$ cat src/rtl/dpot_rb_pkg.sv
package dpot_rb_pkg;

    typedef enum logic [2:0] {
        OP_NONE             = 3'd0,
        OP_RD_REG           = 3'd1,
        OP_WR_REG           = 3'd2,
        OP_RD_STATUS        = 3'd3,
        OP_REG_TO_WIPER     = 3'd4,
        OP_WIPER_TO_REG     = 3'd5,
        OP_ALL_REG_TO_WIPER = 3'd6,
        OP_ALL_WIPER_TO_REG = 3'd7
    } rb_op_e;

endpackage

$ cat src/rtl/rb_store_timer.sv
module rb_store_timer #(
    parameter int unsigned CYCLES = 1250000
) (
    input  logic clk,
    input  logic rst_n,
    input  logic start_i,
    output logic busy_o
);
    localparam int unsigned CW = $clog2(CYCLES + 1);

    logic [CW-1:0] cnt_d, cnt_q;

    always_comb begin
        cnt_d = cnt_q;
        if (start_i) begin
            cnt_d = CW'(CYCLES);
        end else if (cnt_q != '0) begin
            cnt_d = cnt_q - 1'b1;
        end
    end

    always_ff @(posedge clk or negedge rst_n) begin
        if (!rst_n) begin
            cnt_q <= '0;
        end else begin
            cnt_q <= cnt_d;
        end
    end

    assign busy_o = (cnt_q != '0);
endmodule

$ cat src/rtl/rb_reg_file.sv
module rb_reg_file #(
    parameter int unsigned NUM_REGS = 4,
    parameter int unsigned DATA_W   = 6
) (
    input  logic                          clk,
    input  logic                          rst_n,
    input  logic                          wr_en_i,
    input  logic [$clog2(NUM_REGS)-1:0]   wr_idx_i,
    input  logic [DATA_W-1:0]             wr_data_i,
    input  logic [$clog2(NUM_REGS)-1:0]   rd_idx_i,
    output logic [DATA_W-1:0]             rd_data_o
);
    logic [NUM_REGS-1:0][DATA_W-1:0] regs_d, regs_q;

    always_comb begin
        regs_d = regs_q;
        if (wr_en_i) begin
            regs_d[wr_idx_i] = wr_data_i;
        end
    end

    always_ff @(posedge clk or negedge rst_n) begin
        if (!rst_n) begin
            regs_q <= '0;
        end else begin
            regs_q <= regs_d;
        end
    end

    assign rd_data_o = regs_q[rd_idx_i];
endmodule

$ cat src/rtl/dpot_reg_bank.sv
module dpot_reg_bank #(
    parameter int unsigned NUM_CH       = 2,
    parameter int unsigned NUM_REGS     = 4,
    parameter int unsigned DATA_W       = 6,
    parameter int unsigned RD_W         = 8,
    parameter int unsigned STORE_CYCLES = 1250000
) (
    input  logic                              clk,
    input  logic                              rst_n,
    input  logic                              cmd_valid,
    input  logic [2:0]                        cmd_op,
    input  logic [$clog2(NUM_CH)-1:0]         cmd_pot,
    input  logic [$clog2(NUM_REGS)-1:0]       cmd_reg,
    input  logic [DATA_W-1:0]                 cmd_data,
    input  logic                              frame_end,
    input  logic                              wp_n,
    input  logic [NUM_CH-1:0][DATA_W-1:0]     wiper_i,
    output logic [RD_W-1:0]                   rd_data,
    output logic [NUM_CH-1:0]                 load_req,
    output logic [NUM_CH-1:0][DATA_W-1:0]     load_val,
    output logic                              wip
);
    import dpot_rb_pkg::*;

    localparam int unsigned CH_W  = $clog2(NUM_CH);
    localparam int unsigned IDX_W = $clog2(NUM_REGS);

    typedef struct packed {
        logic                          pend;
        logic                          pend_all;
        logic [CH_W-1:0]               pend_ch;
        logic [IDX_W-1:0]              pend_idx;
        logic [NUM_CH-1:0][DATA_W-1:0] pend_data;
        logic [RD_W-1:0]               rd;
        logic [NUM_CH-1:0]             load;
        logic [NUM_CH-1:0][DATA_W-1:0] load_val;
    } rb_state_t;

    rb_state_t s_d, s_q;

    logic                          busy;
    logic                          commit;
    logic                          accept;
    logic [NUM_CH-1:0]             wr_en;
    logic [NUM_CH-1:0][DATA_W-1:0] bank_rd;

    // A pending store is committed only at frame close, with protect released and no store running
    assign commit = frame_end && s_q.pend && wp_n && !busy;
    assign accept = cmd_valid && !busy;

    genvar ch;
    generate
        for (ch = 0; ch < NUM_CH; ch++) begin : g_chan
            assign wr_en[ch] = commit && (s_q.pend_all || (s_q.pend_ch == CH_W'(ch)));

            rb_reg_file #(
                .NUM_REGS (NUM_REGS),
                .DATA_W   (DATA_W)
            ) regs_i (
                .clk       (clk),
                .rst_n     (rst_n),
                .wr_en_i   (wr_en[ch]),
                .wr_idx_i  (s_q.pend_idx),
                .wr_data_i (s_q.pend_data[ch]),
                .rd_idx_i  (cmd_reg),
                .rd_data_o (bank_rd[ch])
            );
        end
    endgenerate

    rb_store_timer #(
        .CYCLES (STORE_CYCLES)
    ) timer_i (
        .clk     (clk),
        .rst_n   (rst_n),
        .start_i (commit),
        .busy_o  (busy)
    );

    always_comb begin
        s_d      = s_q;
        s_d.load = '0;
        if (frame_end) begin
            s_d.pend = 1'b0;
        end
        if (cmd_valid) begin
            case (rb_op_e'(cmd_op))
                OP_RD_REG: begin
                    s_d.rd = RD_W'(bank_rd[cmd_pot]);
                end
                OP_RD_STATUS: begin
                    s_d.rd = RD_W'(busy);
                end
                OP_WR_REG: begin
                    if (accept && !frame_end) begin
                        s_d.pend               = 1'b1;
                        s_d.pend_all           = 1'b0;
                        s_d.pend_ch            = cmd_pot;
                        s_d.pend_idx           = cmd_reg;
                        s_d.pend_data[cmd_pot] = cmd_data;
                    end
                end
                OP_WIPER_TO_REG: begin
                    if (accept && !frame_end) begin
                        s_d.pend               = 1'b1;
                        s_d.pend_all           = 1'b0;
                        s_d.pend_ch            = cmd_pot;
                        s_d.pend_idx           = cmd_reg;
                        s_d.pend_data[cmd_pot] = wiper_i[cmd_pot];
                    end
                end
                OP_ALL_WIPER_TO_REG: begin
                    if (accept && !frame_end) begin
                        s_d.pend      = 1'b1;
                        s_d.pend_all  = 1'b1;
                        s_d.pend_idx  = cmd_reg;
                        s_d.pend_data = wiper_i;
                    end
                end
                OP_REG_TO_WIPER: begin
                    if (accept) begin
                        s_d.load[cmd_pot]     = 1'b1;
                        s_d.load_val[cmd_pot] = bank_rd[cmd_pot];
                    end
                end
                OP_ALL_REG_TO_WIPER: begin
                    if (accept) begin
                        s_d.load     = '1;
                        s_d.load_val = bank_rd;
                    end
                end
                default: begin
                end
            endcase
        end
    end

    always_ff @(posedge clk or negedge rst_n) begin
        if (!rst_n) begin
            s_q <= '0;
        end else begin
            s_q <= s_d;
        end
    end

    assign rd_data  = s_q.rd;
    assign load_req = s_q.load;
    assign load_val = s_q.load_val;
    assign wip      = busy;
endmodule

$ cat config.mk
export PLATFORM = sky130hd
export DESIGN_NAME = dpot_reg_bank
export DESIGN_NICKNAME = d
export VERILOG_FILES = /design/src/rtl/dpot_rb_pkg.sv /design/src/rtl/rb_store_timer.sv /design/src/rtl/rb_reg_file.sv /design/src/rtl/dpot_reg_bank.sv
export SDC_FILE = /design/constraint.sdc
export NUM_CORES = 1
export LEC_CHECK = 0
export ABC_AREA = 1
export CAP_MARGIN = 30
export CELL_PAD_IN_SITES_DETAIL_PLACEMENT = 0
export CELL_PAD_IN_SITES_GLOBAL_PLACEMENT = 2
export CORE_MARGIN = 4
export CORE_UTILIZATION = 32
export CTS_CLUSTER_SIZE = 12
export DETAILED_ROUTE_END_ITERATION = 8
export DONT_BUFFER_PORTS = 1
export GPL_ROUTABILITY_DRIVEN = 0
export PLACE_DENSITY_LB_ADDON = 0.1
export SLEW_MARGIN = 25
export SYNTH_ARGS = -nofsm -noshare
export SYNTH_HDL_FRONTEND = slang
export SYNTH_SLANG_ARGS = --single-unit
export TNS_END_PERCENT = 50
$ cat constraint.sdc
create_clock -name clk -period 5.5 [get_ports clk]
set_input_delay 1.1 -clock clk [delete_from_list [all_inputs] [get_ports clk]]
set_output_delay 1.1 -clock clk [all_outputs]
set_load 0.01 [all_outputs]
==> impl_metrics.csv, run 1 <==
group,metric,value,unit
die,rows,47,
sta,rsz0062_at_grt,"false",
place,dp.cells,872,
clocking,clk_latency,0.36,ns
place,numPortBuffers,0,
critical_path,crit_end,"wip",
synth,syn-cell-area,5460,µm²
sta,worstMarginPinSlew,0.826,ns
sta,finClkSkew,0.00859,ns
synth,yosysTopAreaCellShare,48.6,%
sta,setup_tns,0,ns
min_path,hold_path_class,"primary input to async pin",
run_status,status,"finished clean",
critical_path,path_depth,7,
sta,fin_crit_sh,51.0,%
global_routing,grt_max_degree,107,
drt,drt-wirelength-per-cell,16.8,µm
die,die-area,19200,µm²
critical_path,r2r-end,"load_val[6]$_DFFE_PN0P_",
place,hpwl,10600,µm
critical_path,rrSetupSlack,2.95,ns
synth,synthCells,698,
critical_path,worstSetupEndpointType,"primary output",
drt,wirelength,14900,µm
critical_path,cp.arrival,1.70,ns
cells_and_area,n_antenna_cell,0,
sta,final.min_clock_period,2.80,ns
synth,synth.distinct_cells,37,
critical_path,r2r_cells,12,
critical_path,r2r_start,"timer_i.cnt_q[0]$_DFFE_PN0P_",
sta,finalHoldViolations,0,
critical_path,cp.buffers_inverters,2,
critical_path,crit_chain,"inv_1 -> ha_1 -> inv_1 -> nor2_1 -> nand2_1 -> nor2_1 -> nand3_2",
drt,viasPerCell,4.89,
global_routing,grt_pass1_vias,4155,
cells_and_area,areaGrowthSynthToFinish,6.56,%
synth,ys_seq_elements,106,
sta,slew_headroom,44.7,%
clocking,cts_buffer_depth,2,
synth,yosysMostFrequentCell,"nand2_1",
drt,dr.pass1.iters,5,
critical_path,cp_slowest_cell,"dfrtp_1",
critical_path,critical-path-top-delay-family,"simple AND/OR/NAND/NOR gates",
synth,synth_common_cells,"nand2_1, dfrtp_1, o21ai_0",
power_and_ir_drop,power_density,280,nW/µm²
power_and_ir_drop,max-vdd-ir-drop,0.185,mV
critical_path,required,4.40,ns
clocking,clk_pin_slew_worst_paths,0.07,ns
clocking,cts_resized,0,
global_routing,antenna_found_initial,0,
die,initial_core_util,32.8,%
drt,drcViolationCount,0,
cells_and_area,layout.cells.non_filler,889,
clocking,cts-root-buf,"clkbuf_16",
die,core,16600,µm²
critical_path,critPathLaunchType,"register",
clocking,post_cts_buffers,0,
synth,yosys-top-cells-area,"dfrtp_1, nand2_1, o21ai_0",
critical_path,cp_slowest_stage_delay,0.36,ns
cells_and_area,final_core_util,35.0,%
global_routing,overflow,0,
sta,fmax,357,MHz
synth,async_flop_share,100,%
cells_and_area,final_layout_size_suffix_gt1_share,4.19,%
synth,avgSynthCellArea,7.82,µm²
clocking,htree_levels,3,
die,die_w,139,µm
cells_and_area,nets,695,
clocking,cts_tree,"yes",
synth,yosys.area.top_type,"dfrtp_1",
synth,ys.flop_type,"dfrtp_1",
drt,dr_total_vias,4347,
clocking,cts_buffers,9,
critical_path,cp_max_fo,11,
global_routing,track_usage,15.7,%
power_and_ir_drop,power.leakage,2.84,nW
die,ios,52,
synth,ys_seq_area_share,48.6,%
global_routing,grt_pass1_wl,23900,µm
clocking,clkSinkCount,106,
drt,ant_nets,0,
sta,finalSetupViolations,0,
die,die_y,139,µm
critical_path,worstSetupStartpoint,"timer_i.cnt_q[0]$_DFFE_PN0P_",
sta,final_max_slew_viol_count,0,
clocking,ctsHoldBuffers,0,
drt,drt_iter0_drc,254,
synth,synth_edf_count,0,
flow_run,cap_violations,0,
synth,ys_warn_count,0,
critical_path,crit_type,"register to primary output",
## power by group
part           switching (W)  internal [W]
logic              0.0000464     0.0000218
registers          0.0000102      0.000788
clock network       0.000313      0.000450
## through the flow
step                setup WS, ns  hold WS [ns]  total power, W  instance area [µm²]
global route                2.50         0.424         0.00169                 5820
finish                      2.70         0.439         0.00163                 5820
global placement            2.74         0.459        0.000883                 5460
floorplan                   3.21         0.442        0.000877                 5460
detailed placement          2.76         0.459        0.000883                 5460
CTS                         2.66         0.425         0.00165                 5810
## cell usage in the layout, fill, tap and decap left out, drive strengths merged
cell type and n:
nand2 195, dfrtp 106, o21ai 92, nor2 69, inv 64, a21oi 29
nand3 28, nor3 14, clkbuf 9, nand4 8, a32o 7, o31ai 7
xor2 6, o22a 5, xnor2 5, o21a 4, bufinv 3, clkinv 3
o211ai 2, nand3b 2, or2 2, ha 2, conb 2, o22ai 1
a31oi 1, a21boi 1, clkinvlp 1, buf 1
## state kept, by name (all words and copies together) (netlist names)
register and flops:
g_chan.regs_i.regs_q 48, load_req 2, load_val 12, rd_data 6, s_q 17, timer_i.cnt_q 21
## worst min path at each step
stage,from,to,slack (ns)
6_report,rst_n,g_chan[0].regs_i.regs_q[22]$_DFFE_PN0P_,0.44
5_1_grt,rst_n,g_chan[0].regs_i.regs_q[22]$_DFFE_PN0P_,0.42
4_1_cts,rst_n,load_req[0]$_DFF_PN0_,0.42
3_5_place_dp,timer_i.cnt_q[19]$_DFFE_PN0P_,timer_i.cnt_q[19]$_DFFE_PN0P_,0.46
3_3_place_gp,timer_i.cnt_q[19]$_DFFE_PN0P_,timer_i.cnt_q[19]$_DFFE_PN0P_,0.46
2_1_floorplan,timer_i.cnt_q[19]$_DFFE_PN0P_,timer_i.cnt_q[19]$_DFFE_PN0P_,0.44
## worst register-to-register path, delay by kind of cell (launching register included)
family,cells,cell delay (ns)
buffers and inverters,3,0.27
AOI/OAI and AO/OA,1,0.07
and+or+nand+nor,7,1.61
adders and majority gates,1,0.19
DFF,1,0.36
## layout make-up
cell class	instances	area, µm²
clock inverters	7	124
repair buffers	1	7.51
clock buffers	9	225
flip-flops and latches	106	2650
fillers	1784	10800
well taps	220	275
multi-input cells	482	2290
inverters	64	241
## metal layers
layer	part of all wire, %	GRT usage (%)
met1	50	23.0
met2	44	23.5
met3	5.5	3.55
met4	1.2	4.33
met5	0	0
## kinds of logic (layout without fill, tap and decap cells)
group	count (synthesis)	after routing	share of synthesized area, %
simple gates	318	318	24.3
compound gates	149	149	15.3
buf+inv	111	81	9.51
flops	106	106	48.6
xor+xnor	11	11	1.76
fa+ha+maj	2	2	0.458
other cells	1	2	0.0687
(Power assumes the default switching activity.)
==> run 2, diff against run 1 <==
Clock period 5.5 ns to 2.35 ns, I/O delays scaled along.
==> impl_metrics.csv, run 2 (same netlist as run 1, synthesis figures left out) <==
group,metric,value,unit
run_status,status,"finished with violations",
run_status,violations,"hold timing",
drt,wl_met2,6530,µm
global_routing,antenna_found_initial,0,
cells_and_area,largest_registers,"g_chan.regs_i.regs_q x48, timer_i.cnt_q x21, s_q x17",
critical_path,rrSetupSlack,0.28,ns
power_and_ir_drop,max-vdd-ir-drop,0.338,mV
cells_and_area,areaGrowthSynthToFinish,9.42,%
sta,whs,-0.189,ns
place,numPortBuffers,0,
clocking,cts_tree,"yes",
clocking,cts_buffer_depth,2,
die,ios,52,
power_and_ir_drop,p_sw,0.000846,W
place,placed_area,5620,µm²
die,core,16600,µm²
power_and_ir_drop,pwr-share-comb,4.4,%
cells_and_area,multi_input_area,2300,µm²
critical_path,r2r_cells,11,
power_and_ir_drop,intPower,0.00298,W
critical_path,required,1.88,ns
critical_path,worstSetupEndpointType,"primary output",
sta,slew_headroom,57.2,%
critical_path,r2r_start,"timer_i.cnt_q[1]$_DFFE_PN0P_",
sta,worstMarginPinSlew,0.638,ns
cells_and_area,largest_reg_flops,48,
drt,dr_total_vias,4382,
sta,final_max_slew_viol_count,0,
critical_path,cp.buffers_inverters,3,
global_routing,track_usage,15.8,%
critical_path,cp_slowest_cell,"dfrtp_1",
critical_path,critPathLaunchType,"register",
drt,dr.pass1.iters,5,
cells_and_area,layout_commonest_cell,"nand2_1",
die,die_y,139,µm
cells_and_area,n_antenna_cell,0,
clocking,htree_levels,3,
clocking,clk_pin_slew_worst_paths,0.07,ns
power_and_ir_drop,switching_share,22.1,%
sta,finalHoldViolations,106,
clocking,clkSinkCount,106,
cells_and_area,final_area,5970,µm²
critical_path,r2r-end,"s_q[31]$_DFFE_PN0P_",
cells_and_area,seq_area,2650,µm²
drt,drt-wirelength-per-cell,16.5,µm
die,initial_core_util,32.8,%
drt,drt_iter0_drc,207,
critical_path,cp.arrival,1.67,ns
clocking,cts_buffers,9,
die,die-area,19200,µm²
drt,drcViolationCount,0,
drt,wirelength,15000,µm
sta,fin_crit_sh,91.3,%
critical_path,cp_slowest_stage_delay,0.38,ns
power_and_ir_drop,sequentialPowerShare,48.8,%
sta,setup_tns,0,ns
cells_and_area,fill_cells,1769,
power_and_ir_drop,power_density,641,nW/µm²
global_routing,grt_max_degree,107,
sta,final.min_clock_period,2.14,ns
global_routing,overflow,0,
sta,fmax,466,MHz
cells_and_area,regMostFlops,"g_chan.regs_i.regs_q",
critical_path,critical-path-top-delay-family,"simple AND/OR/NAND/NOR gates",
power_and_ir_drop,power.leakage,2.93,nW
drt,viasPerCell,4.82,
place,hpwl,10700,µm
clocking,post_cts_buffers,0,
cells_and_area,final_cell_mix,"nand2_1, dfrtp_1, o21ai_0, nor2_1, inv_1",
power_and_ir_drop,p_clk_share,46.9,%
clocking,cts-root-buf,"clkbuf_16",
global_routing,grt_pass1_vias,4281,
flow_run,cap_violations,0,
sta,finalSetupViolations,0,
global_routing,grt_pass1_wl,24000,µm
min_path,hold_path_class,"primary input to async pin",
critical_path,crit_type,"register to primary output",
drt,wl_met3,901,µm
sta,rsz0062_at_grt,"false",
clocking,clk_latency,0.35,ns
drt,highest_layer,"met4",
drt,ant_nets,0,
cells_and_area,final_layout_size_suffix_gt1_share,7.11,%
critical_path,cp_max_fo,4,
die,rows,47,
sta,finClkSkew,0.0100,ns
cells_and_area,nets,715,
critical_path,crit_chain,"inv_1 -> ha_1 -> inv_1 -> nor2_1 -> nand2_1 -> nor2_1 -> nand3_2 -> buf_4",
die,die_w,139,µm
drt,wl_met1,7370,µm
-- run 2: worst reg2reg max path: cells and delay by family, from the launching register on --
| kind | cells | cell delay [ns] |
|---|---|---|
| fa+ha+maj | 1 | 0.17 |
| simple gates | 6 | 0.87 |
| flops | 1 | 0.38 |
| compound gates | 1 | 0.22 |
| buf+inv | 3 | 0.32 |
-- run 2: metal layers --
layer  vias to the layer above  track usage, %
met5                         -               0
met4                         0            4.02
met3                        12            4.69
met2                        87            23.6
met1                      2065            22.4
li1                       2218               -
-- run 2: through the flow --
step	total power [W]	worst slack [ns]	utilization (%)	instances
after global placement	0.00207	0.299	33.8	893
after CTS	0.00388	0.193	35.9	909
final	0.00383	0.206	35.9	909
after global routing	0.00400	0.00265	35.9	909
after detailed placement	0.00207	0.252	33.8	893
after floorplan	0.00205	0.391	-	699
-- run 2: worst max-delay path by stage --
stage                                      start                      end  cells past startpoint
global placement    timer_i.cnt_q[1]$_DFFE_PN0P_  load_val[9]$_DFFE_PN0P_                     12
floorplan           timer_i.cnt_q[0]$_DFFE_PN0P_      s_q[28]$_DFFE_PN0P_                     11
finish              timer_i.cnt_q[1]$_DFFE_PN0P_                      wip                      8
global route        timer_i.cnt_q[1]$_DFFE_PN0P_      s_q[24]$_DFFE_PN0P_                     12
detailed placement  timer_i.cnt_q[1]$_DFFE_PN0P_  load_val[9]$_DFFE_PN0P_                     12
CTS                 timer_i.cnt_q[1]$_DFFE_PN0P_                      wip                      8
-- run 2: area by class of cell --
cell class | instances | area share (%)
multi-input cells | 482 | 38.4
well taps | 220 | 4.61
repair buffers | 21 | 2.64
inverters | 64 | 4.04
flip-flops and latches | 106 | 44.4
clock buffers | 11 | 4.06
clock inverters | 5 | 1.80
-- run 2: timing repair --
action | 4_1_cts | 5_1_grt
gates resized for setup | 0 | 2
setup endpoints to repair | 0 | 14
endpoints found under the hold margin | 106 | 106
-- run 2: power by group through the flow --
stage	clock network [W]	registers, W	logic (W)
3_3_place_gp	0	0.00190	0.000168
3_5_place_dp	0	0.00190	0.000167
4_1_cts	0.00185	0.00187	0.000168
6_report	0.00179	0.00187	0.000167
2_1_floorplan	0	0.00189	0.000164
5_1_grt	0.00194	0.00187	0.000193
